File: src/rtl/usr_pkg.sv
package usr_pkg;

    localparam int PAR_W = 8;

    typedef enum logic [1:0] {
        OP_SHL = 2'b00,
        OP_SHR = 2'b01,
        OP_ROL = 2'b10,
        OP_ROR = 2'b11
    } op_e;

    // Control decoded from an opcode
    typedef struct packed {
        logic rot;
        logic left;
    } mv_ctl_t;

    function automatic mv_ctl_t decode_op(input logic [1:0] code);
        mv_ctl_t c;
        c.rot  = code[1];
        c.left = (code == OP_SHL) || (code == OP_ROL);
        return c;
    endfunction

    function automatic logic even_par(input logic [PAR_W-1:0] b);
        return ^b;
    endfunction

endpackage

File: src/rtl/usr_amt_ctrl.sv
module usr_amt_ctrl
    import usr_pkg::*;
#(
    parameter int WIDTH = 16,
    parameter int AMT_W = 6,
    localparam int LOG_W = $clog2(WIDTH)
) (
    input  logic [1:0]       op,
    input  logic [AMT_W-1:0] amt,
    output mv_ctl_t          ctl,
    output logic [LOG_W-1:0] stage_cnt,
    output logic             clr
);

    logic [AMT_W-1:0] amt_mod;

    always_comb begin
        ctl       = decode_op(op);
        // Counts at or past the width wrap for rotates
        amt_mod   = amt % AMT_W'(WIDTH);
        stage_cnt = LOG_W'(amt_mod);
        // Shifts with count at or past the width clear the word
        clr       = !ctl.rot && (int'(amt) >= WIDTH);
    end

endmodule

File: src/rtl/usr_barrel.sv
module usr_barrel
    import usr_pkg::*;
#(
    parameter int WIDTH = 16,
    localparam int LOG_W = $clog2(WIDTH)
) (
    input  logic [WIDTH-1:0] d_in,
    input  mv_ctl_t          ctl,
    input  logic [LOG_W-1:0] stage_cnt,
    input  logic             clr,
    output logic [WIDTH-1:0] d_out
);

    logic [WIDTH-1:0] stg [LOG_W+1];

    assign stg[0] = d_in;

    // One stage per count bit; stage s moves by 2**s
    for (genvar s = 0; s < LOG_W; s++) begin : g_stage
        localparam int N = 1 << s;
        logic [WIDTH-1:0] moved;
        logic [WIDTH-1:0] wrap;

        always_comb begin
            if (ctl.left) begin
                moved = stg[s] << N;
                wrap  = stg[s] >> (WIDTH - N);
            end else begin
                moved = stg[s] >> N;
                wrap  = stg[s] << (WIDTH - N);
            end
            if (!ctl.rot) begin
                wrap = '0;
            end
        end

        assign stg[s+1] = stage_cnt[s] ? (moved | wrap) : stg[s];
    end

    assign d_out = clr ? '0 : stg[LOG_W];

endmodule

File: src/rtl/usr_parity.sv
module usr_parity
    import usr_pkg::*;
(
    input  logic [PAR_W-1:0] gen_byte,
    input  logic [PAR_W-1:0] rx_byte,
    input  logic             rx_par,
    output logic             gen_par,
    output logic             err
);

    assign gen_par = even_par(gen_byte);
    assign err     = even_par(rx_byte) ^ rx_par;

endmodule

File: src/rtl/usr_top.sv
module usr_top
    import usr_pkg::*;
#(
    parameter int WIDTH = 16,
    parameter int AMT_W = 6,
    localparam int LOG_W = $clog2(WIDTH)
) (
    input  logic             clk,
    input  logic             rst,
    input  logic             load,
    input  logic [WIDTH-1:0] din,
    input  logic [1:0]       op,
    input  logic [AMT_W-1:0] amt,
    input  logic             exec,
    output logic [WIDTH-1:0] dout,
    output logic             par_out,
    input  logic [PAR_W-1:0] chk_byte,
    input  logic             chk_par,
    output logic             par_err
);

    logic [WIDTH-1:0] q;
    logic [WIDTH-1:0] q_moved;
    mv_ctl_t          ctl;
    logic [LOG_W-1:0] stage_cnt;
    logic             clr;

    usr_amt_ctrl #(.WIDTH(WIDTH), .AMT_W(AMT_W)) u_amt (
        .op        (op),
        .amt       (amt),
        .ctl       (ctl),
        .stage_cnt (stage_cnt),
        .clr       (clr)
    );

    usr_barrel #(.WIDTH(WIDTH)) u_bar (
        .d_in      (q),
        .ctl       (ctl),
        .stage_cnt (stage_cnt),
        .clr       (clr),
        .d_out     (q_moved)
    );

    usr_parity u_par (
        .gen_byte (q[PAR_W-1:0]),
        .rx_byte  (chk_byte),
        .rx_par   (chk_par),
        .gen_par  (par_out),
        .err      (par_err)
    );

    always_ff @(posedge clk) begin
        if (rst) begin
            q <= '0;
        end else if (load) begin
            q <= din;
        end else if (exec) begin
            q <= q_moved;
        end
    end

    assign dout = q;

endmodule

File: config.mk
export PLATFORM = sky130hd
export DESIGN_NAME = usr_top
export DESIGN_NICKNAME = d
export VERILOG_FILES = /design/src/rtl/usr_pkg.sv /design/src/rtl/usr_amt_ctrl.sv /design/src/rtl/usr_barrel.sv /design/src/rtl/usr_parity.sv /design/src/rtl/usr_top.sv
export SDC_FILE = /design/constraint.sdc
export NUM_CORES = 1
export LEC_CHECK = 0
export ABC_AREA = 1
export BUFFER_PORTS_ARGS = -buffer_cell sky130_fd_sc_hd__buf_2
export CORE_ASPECT_RATIO = 1.1
export CORE_MARGIN = 4
export CORE_UTILIZATION = 45
export DETAILED_ROUTE_END_ITERATION = 7
export GPL_TIMING_DRIVEN = 0
export PLACE_DENSITY = 0.7
export SLEW_MARGIN = 40
export SYNTH_ARGS = -nofsm -noshare
export SYNTH_HDL_FRONTEND = slang
export SYNTH_HIERARCHICAL = 1
export SYNTH_SLANG_ARGS = --single-unit
File: constraint.sdc
create_clock -name clk -period 1.7 [get_ports clk]
set_clock_uncertainty 0.05 [all_clocks]
set_input_delay 0.255 -clock clk [delete_from_list [all_inputs] [get_ports clk]]
set_output_delay 0.255 -clock clk [all_outputs]
set_load 0.02 [all_outputs]
# --- Word level (Yosys, flattened, before mapping) ---
# Index checks and enable logic that the tools add are counted.
word_totals:
  ff_bits: 16
  latch_bits: 0
  ram_bits: 0
  romBits: 0
  input_bits: 37
  out_inout_bits: 18
  wordCells: 34
  mem_count: 0
classes:
  addsub: 0
  mul: 0
  n_div: 0
  magnitude_cmp: 1
  eq_ne: 1
  shifts: 0
  muxes: 19
  bitwise_logic: 5
  reduce_logical: 7
ops:
  columns: ["operator", "count"]
  rows:
  - ["$mux 16", 19]
  - ["$or 16x16->16", 4]
  - ["$reduce_xor 8->1", 2]
  - ["$ge 6x5->1 const B", 1]
  - ["$eq 2x2->1 const B", 1]
  - ["$logic_not 2->1", 1]
  - ["$reduce_bool 2->1", 1]
  - ["$logic_and 1x1->1", 1]
  - ["$logic_not 1->1", 1]
  - ["$logic_or 1x1->1", 1]
  - ["$xor 1x1->1", 1]

# --- Depth between registers and ports, before layout ---
# Gate-level depths: netlist of run 1.
depth:
  ltp_word: 21
  ltp_mapped: 18

# --- Cells and area by module ---
# The synthesis of run 1 kept the hierarchy.
modules_own_cells:
  columns: ["module", "n_inst", "cells_each", "area_each_um2"]
  rows:
  - ["usr_barrel", 1, 370, 2013.2]
  - ["usr_top", 1, 122, 807.0]
  - ["usr_parity", 1, 37, 217.7]
  - ["usr_amt_ctrl", 1, 8, 48.8]

# --- Least setup slack after synthesis of run 1 ---
# Ideal clock, no wire load.
synth_path:
  kind: "input to register"
  from: "in amt[1]"
  to: "reg q[1], in the netlist dout[1]"
  arrival_ns: 1.556
  required_time_ns: 1.541
  setup_slack_ns: -0.015
  path_stages: 15
  path_buffers: 3
  cell_sequence: "buf_4 buf_4 inv_1 buf_2 nand2_1 nand3_2 nand3_2 nand3_1 nand2_1 inv_1 nor2_1 nand3_1 nand3_1 nand2_1 inv_1"
synth_between:
  elab_chain_cells: 11
  word_cells_on_any_way: 16
synth_lines:
  columns: ["item", "line_no", "text"]
  rows:
  - ["start: declaration", "usr_top.sv:13", "input logic [AMT_W-1:0] amt,"]
  - ["$mux 16", "usr_barrel.sv:37", "assign stg[s+1] = stage_cnt[s] ? (moved | wrap) : stg[s];"]
  - ["$mux 16", "usr_barrel.sv:25", "if (ctl.left) begin"]
  - ["$or 16x16->16", "usr_barrel.sv:37", null]
  - ["$mux 16", "usr_barrel.sv:37", null]
  - ["$mux 16", "usr_barrel.sv:25", null]
  - ["$mux 16", "usr_barrel.sv:32", "if (!ctl.rot) begin"]
  - ["$or 16x16->16", "usr_barrel.sv:37", null]
  - ["$mux 16", "usr_barrel.sv:37", null]
  - ["$mux 16 (*)", "usr_barrel.sv:40", "assign d_out = clr ? '0 : stg[LOG_W];"]
  - ["via q_moved[1]", "usr_top.sv:23", "logic [WIDTH-1:0] q_moved;"]
  - ["$mux 16 (*)", "usr_top.sv:57", "end else if (exec) begin"]
  - ["$mux 16 (*)", "usr_top.sv:55", "end else if (load) begin"]
  - ["end signal: assignment", "usr_top.sv:56", "q <= din;"]
  - ["end signal: assignment", "usr_top.sv:58", "q <= q_moved;"]
  - ["end: declaration", "usr_top.sv:22", "logic [WIDTH-1:0] q;"]
# Mark *: on every way through the listed nets, which the timed path passes. The rest lies on a longest branch. The select of a mux whose other input is x is not followed.
# A chain may end at the register's enable or synchronous reset.

# --- Worst setup path after layout of run 1 ---
layout_path:
  from: "reg q[5], in the netlist dout[5]"
  to: "out par_out"
layout_between:
  elab_chain_cells: 1
layout_lines:
  columns: ["item", "line_no", "text"]
  rows:
  - ["$reduce_xor 8->1", "usr_pkg.sv:26", "return ^b;"]
  - ["end: declaration", "usr_top.sv:16", "output logic par_out,"]
# No other way between the ends.

==> key figures, run 1 <==
Routing
  • Avg WL per Cell: 17.5 µm
  • Post-DR vias/cell: 5.67
  • DR WL met3: about 950 µm
  • Detailed Route WL: 12.1 mm
  • Top Metal Used: met4
  • Residual DRC: 0
  • DR pass1 iterations: 5
  • Met2 wire len: 5.86 mm
  • DRT iter0 DRCs: 424
  • Wl on met1: roughly 4.7 mm
  • Antenna-violating nets left: 0
  • Routed via count: 3916

Logic synthesis
  • Most frequent cells after synthesis: nand2_1 (208), nand3_1 (111), nand3_2 (53)
  • Share of the synthesized area in the top cell type: approximately a quarter
  • FFs w/ async S/R, synth: 0%
  • Post-Synthesis Cells: 537
  • Area leader, netlist: nand2_1
  • #FFs+latches synth: 16
  • Seq/Total Area, Yosys: between 10% and 20%
  • Largest cells by area after synthesis: nand2_1 (25%), nand3_1 (18%), nand3_2 (17%)
  • Count leader, synth: nand2_1
  • Syn Area/Cell: between 5 and 6 µm²
  • Yosys cell types: 25
  • Mapped Nets: 574
  • EDFF count, synth: 0
  • Ys Warns: 6
  • Ys flop type: dfxtp_1
  • Mapped Area: 3090 µm²

Timing
  • Hold WS: about 250 ps
  • Final Worst Setup Slack: -175 ps
  • Max frequency: 0.533 GHz
  • Final setup vio count: 17
  • Crit share post-route: 110%
  • RSZ-0062 raised after global routing: true
  • Final slew viol count: 0
  • Final-report hold violation count: 0
  • Slew Limit Headroom: between 70% and 80%
  • Crit path time final: 1870 ps
  • Worst-Margin Slew: 306 ps

Worst setup path
  • Reg2reg setup slack: -80 ps
  • Crit-path slowest cell: dfxtp_4
  • Worst-case reg-to-reg path depth: 14
  • Max FO, Critical Path: 6
  • CP Capture Type: primary output
  • CP Class: flop to primary output
  • CP startpoint kind: flop
  • Worst path cell trace: buf_4 -> xor2_2 -> xnor2_1 -> nand2_1 -> nand2_1 -> buf_4
  • CP arrival: 1570 ps
  • Max stage delay on crit path: ~380 ps
  • Launch point of the worst reg-to-reg path: dout[0]
  • FF-to-FF End: dout[7]
  • Worst EP required: approximately 1400 ps

Floorplanning
  • Die Area: slightly above 8000 µm²
  • Core area: approximately 6600 µm²
  • Initial core utilization: approximately 47%
  • Die width: 87.0 µm
  • FP Rows: 31
  • Chip Height: 94.9 µm
  • # IOs: between 50 and 60

Clock network
  • CTS Buf Count: 3
  • Worst skew pair latency: 250 ps
  • CTS H-tree depth: 1
  • Clk pin slew, worst setup/hold paths: 60 ps
  • CTS tree: done
  • CTS sink count: 16
  • Max Buffers Root-to-Sink: 2
  • Root Driver: clkbuf_8
  • Post-CTS Hold Fix Bufs: 0

Cells and area
  • Fill count: 520
  • Layout cell share with drive strength beyond 1: approximately 55%
  • Finished layout cell area: 4570 µm²
  • Nets: 647
  • Antenna Cells: 0
  • Max reg flops: 16
  • P&R area growth vs syn: 47.9%

Global routing
  • Largest net degree at the start of global routing: 11
  • Vias in the first global route: 3343
  • First-pass GRT wire length: 16.1 mm
  • Initial antenna violation count: 0
  • GRT Util Overall: 24.4%
  • GR Overflow Total: 0

Power
  • Power Total: 0.00218 W
  • Sequential power share: between 20% and 30%
  • Leak: ~2.4 nW
  • Clock Power Share: 15.6%
  • Maximum vdd drop: 0.000714 V
  • Gate power share: 63.3%
  • Power Density: around 480 nW/µm²
  • Switching Power: 0.00104 W
  • Pint: 0.00114 W
  • Sw frac: between 40% and 50%

Placed design
  • Dpl cell area: 3450 µm²
  • Hpwl dp: 7.65 mm
  • Setup WS pre-CTS: -380 ps
  • I/O Buffers: 48
  • Routability cong.: 0.928

Worst hold path
  • Hold path startpoint: din[6]
  • Hold depth: 5
  • Class of the worst hold path: primary input to flop
  • Worst Hold End: dout[6]

Run status
  • Failing checks: setup timing
  • Outcome: finished, violations left

Flow run
  • Max cap viols: 0
==> placed cells by master (no fill, tap or decap), types with 3 or more instances in the layout <==
cell | synthesis | routed
nand2_1 | 208 | 171
nand3_2 | 53 | 91
buf_2 | 11 | 54
nand2_2 | 16 | 46
nand3_1 | 111 | 44
inv_1 | 48 | 42
nand3_4 | 0 | 29
buf_4 | 12 | 26
dfxtp_4 | 0 | 13
or2_4 | 0 | 12
nor2_2 | 1 | 10
buf_6 | 5 | 8
nor2_1 | 17 | 7
nand2_4 | 0 | 7
buf_12 | 1 | 6
inv_2 | 1 | 4
clkbuf_8 | 0 | 4
or2_1 | 12 | 4
xnor2_1 | 6 | 4
xor2_1 | 4 | 4
dfxtp_2 | 0 | 3
xnor2_2 | 1 | 3
==> cell families (layout without fill, tap and decap cells) <==
group | Yosys count | in the layout | share of synthesized area [%]
simple gates | 424 | 424 | 70.2
compound gates | 1 | 1 | 0.284
xor+xnor | 12 | 12 | 3.89
flops | 16 | 16 | 10.4
buf+inv | 84 | 156 | 15.2
==> power groups by stage <==
stage               Sequential (W)  Combinational, W  Clock [W]
floorplan                 0.000475          0.000727          0
global placement          0.000463          0.000980          0
detailed placement        0.000464          0.000992          0
CTS                       0.000455           0.00107   0.000350
global route              0.000463           0.00149   0.000366
finish                    0.000460           0.00138   0.000341
==> layout make-up <==
class	count	area, µm²	share of cell area, %
Tap cell	82	103	2.25
Multi-Input combinational cell	437	3050	66.9
Inverter	50	209	4.58
Clock buffer	4	55.1	1.21
Buffer	34	302	6.60
Timing Repair inverter	1	8.76	0.192
Timing Repair Buffer	67	463	10.1
Sequential cell	16	373	8.17
==> per-layer routing <==
metal / global-route usage, % / vias to the layer above
met5: 0 / -
met4: 8.83 / 0
met3: 3.58 / 64
met2: 41.1 / 237
met1: 31.3 / 1764
li1: - / 1851
==> metrics by stage <==
step                TNS, ps  utilization, %  cells
floorplan                 0               -    537
global route          -2680            68.8    691
global placement      -4630            52.0    667
detailed placement    -5070            52.0    667
finish                 -926            68.8    691
CTS                    -119            56.2    676
==> what timing repair did <==
item	in CTS	in global routing
gates cloned	0	3
pin swaps	6	63
gates resized for setup	57	155
buffers inserted	5	12
endpoints found under the setup margin	17	17
==> worst max-delay path by stage <==
stage / start / end / slack [ps] / cells past startpoint
after global routing: dout[5] / par_out / -220 / 6
after floorplan: amt[0] / dout[12] / 7 / 15
after detailed placement: op[0] / dout[1] / -380 / 19
after CTS: amt[1] / dout[1] / -40 / 15
after global placement: op[0] / dout[1] / -350 / 19
final: dout[5] / par_out / -170 / 6
==> worst max-delay path, delay by kind of cell, from the launching register on <==
| kind | cells | cell delay [ps] |
|---|---|---|
| buffers and inverters | 2 | 310 |
| flip-flops | 1 | 380 |
| AND/OR/NAND/NOR | 2 | 230 |
| XOR/XNOR | 2 | 390 |
No activity file was read; power rests on OpenSTA's default activity.
==> inputs of run 2 (changes only) <==
--- a/config.mk
+++ b/config.mk
@@ -9,10 +9,10 @@
 export BUFFER_PORTS_ARGS = -buffer_cell sky130_fd_sc_hd__buf_2
 export CORE_ASPECT_RATIO = 1.1
 export CORE_MARGIN = 4
-export CORE_UTILIZATION = 45
+export CORE_UTILIZATION = 25
 export DETAILED_ROUTE_END_ITERATION = 7
 export GPL_TIMING_DRIVEN = 0
-export PLACE_DENSITY = 0.7
+export PLACE_DENSITY = 0.44
 export SLEW_MARGIN = 40
 export SYNTH_ARGS = -nofsm -noshare
 export SYNTH_HDL_FRONTEND = slang
==> run 2 against run 1 <==
The run still ends with setup timing left. First-iteration DRC count fell by 62%. Via count is 6.7% lower. Die area up 72%. Critical endpoint is now dout[0].
==> key figures, run 2 (synthesized netlist as in run 1, its figures left out) <==
Power
  • Power Density: 506 nW/µm²
  • Maximum vdd drop: approximately 0.00043 V
  • Leak: between 2 and 2.5 nW

Global routing
  • Initial antenna violation count: 0
  • Largest net degree at the start of global routing: 11
  • First-pass GRT wire length: around 18 mm
  • Vias in the first global route: 3507
  • GR Overflow Total: 0
  • GRT Util Overall: 15.8%

Worst setup path
  • CP arrival: 1840 ps
  • Worst-case reg-to-reg path depth: 14
  • Reg2reg setup slack: -40 ps
  • CP Capture Type: flop
  • CP startpoint kind: primary input
  • Launch point of the worst reg-to-reg path: dout[14]
  • Max FO, Critical Path: 8
  • FF-to-FF End: dout[3]
  • CP Class: primary input to flop
  • Worst EP required: 1800 ps
  • Critical path origin: op[0]

Routing
  • Residual DRC: 0
  • Antenna-violating nets left: 0
  • Routed via count: 3655
  • Post-DR vias/cell: just under 5
  • DR pass1 iterations: 5
  • Detailed Route WL: 12.0 mm
  • Avg WL per Cell: ~16 µm
  • DRT iter0 DRCs: 163

Clock network
  • Post-CTS Hold Fix Bufs: 0
  • CTS sink count: 16
  • Root Driver: clkbuf_16
  • Worst skew pair latency: 240 ps
  • CTS tree: done
  • CTS H-tree depth: 1
  • Clk pin slew, worst setup/hold paths: 50 ps
  • Max Buffers Root-to-Sink: 2
  • CTS Buf Count: 3

Floorplanning
  • # IOs: 55
  • Die width: 114 µm
  • Chip Height: ~120 µm
  • Die Area: 14200 µm²
  • Core area: 12100 µm²
  • FP Rows: 42
  • Initial core utilization: 25.5%

Timing
  • Max frequency: 0.573 GHz
  • Final-report hold violation count: 0
  • Final slew viol count: 0
  • Slew Limit Headroom: 79.5%
  • Final Worst Setup Slack: -45.3 ps
  • Final setup vio count: 15
  • Crit share post-route: 103%
  • Hold WS: 255 ps
  • Crit path time final: between 1500 and 2000 ps
  • Worst-Margin Slew: slightly above 300 ps
  • RSZ-0062 raised after global routing: true

Placed design
  • Setup WS pre-CTS: -469 ps
  • Routability cong.: 0.855
  • Hpwl dp: 9.12 mm
  • I/O Buffers: 48

Worst hold path
  • Hold depth: 5
  • Worst Hold End: dout[0]
  • Class of the worst hold path: primary input to flop
  • Hold path startpoint: din[0]

Run status
  • Outcome: finished, violations left
  • Failing checks: setup timing

Cells and area
  • Commonest cells after routing, fill and taps aside: nand2_1 (181), nand3_2 (93), buf_2 (54)
  • FF/Latch Area: 363 µm²
  • Fill count: 1360
  • P&R area growth vs syn: 46.4%
  • Layout cell share with drive strength beyond 1: 50.5%
  • Antenna Cells: 0
  • Multi-input logic area: 2940 µm²
  • Max reg flops: 16
  • Most common cell after layout, fill and taps aside: nand2_1
  • Nets: 642

Flow run
  • Max cap viols: 0
run 2: layout make-up:
type | instances | area share, %
multi-input combinational | 437 | 65.0
timing repair buffer | 63 | 9.36
sequential | 16 | 8.03
buffer | 34 | 6.73
inverter | 50 | 4.68
tap | 154 | 4.26
clock buffer | 4 | 1.97
run 2: repair_timing:
action                                  CTS  global route
pin swaps                                12            34
setup buffers                             6             7
gates resized for setup                  74           106
endpoints found under the setup margin   17            17
hold endpoints to repair                  0             0
cloned                                    1             1
run 2: worst max-delay path by stage:
stage | slack, ps | endpoint | cells after the start
6_report | -50 | dout[0] | 19
5_1_grt | -190 | dout[2] | 19
4_1_cts | -80 | dout[7] | 18
3_5_place_dp | -470 | dout[7] | 18
3_3_place_gp | -450 | dout[7] | 18
2_1_floorplan | 7 | dout[12] | 15
run 2: power by group:
part / total [W] / switching [W] / internal (W)
combinational: 0.00132 / 0.000795 / 0.000521
sequential: 0.000462 / 0.0000611 / 0.000401
clock: 0.000509 / 0.000152 / 0.000358
run 2: metrics by stage:
step / area [µm²] / TNS (ps) / instances / util (%) / total power, W
floorplan: 3110 / 0 / 537 / - / 0.00120
detailed placement: 3540 / -5960 / 739 / 29.3 / 0.00149
global placement: 3540 / -5870 / 739 / 29.3 / 0.00149
CTS: 3960 / -736 / 750 / 32.8 / 0.00212
global route: 4520 / -2540 / 758 / 37.4 / 0.00243
finish: 4520 / -461 / 758 / 37.4 / 0.00229
run 2: layer usage:
metal  up-vias  global-route usage [%]  part of all wire, %
met2       114                    25.3                   48
met4         0                    7.48                  3.0
met5         -                       0                    0
li1       1835                       -                    -
met3        26                    1.21                  4.3
met1      1680                    21.4                   44
run 2: worst max-delay path, cell delays in order:
cell       delay [ps]
buf_8             100
inv_6              50
buf_12            120
clkinv_8           70
clkbuf_16         160
nand2_4            60
nand3_4           110
nand2_2           110
nand2_2            90
nand3_2            90
nand3_2           100
nand3_2            90
nand2_1            60
inv_1              70
nor2_2             40
nand3_1            80
nand3_1            80
nand2_1            60
inv_1              30
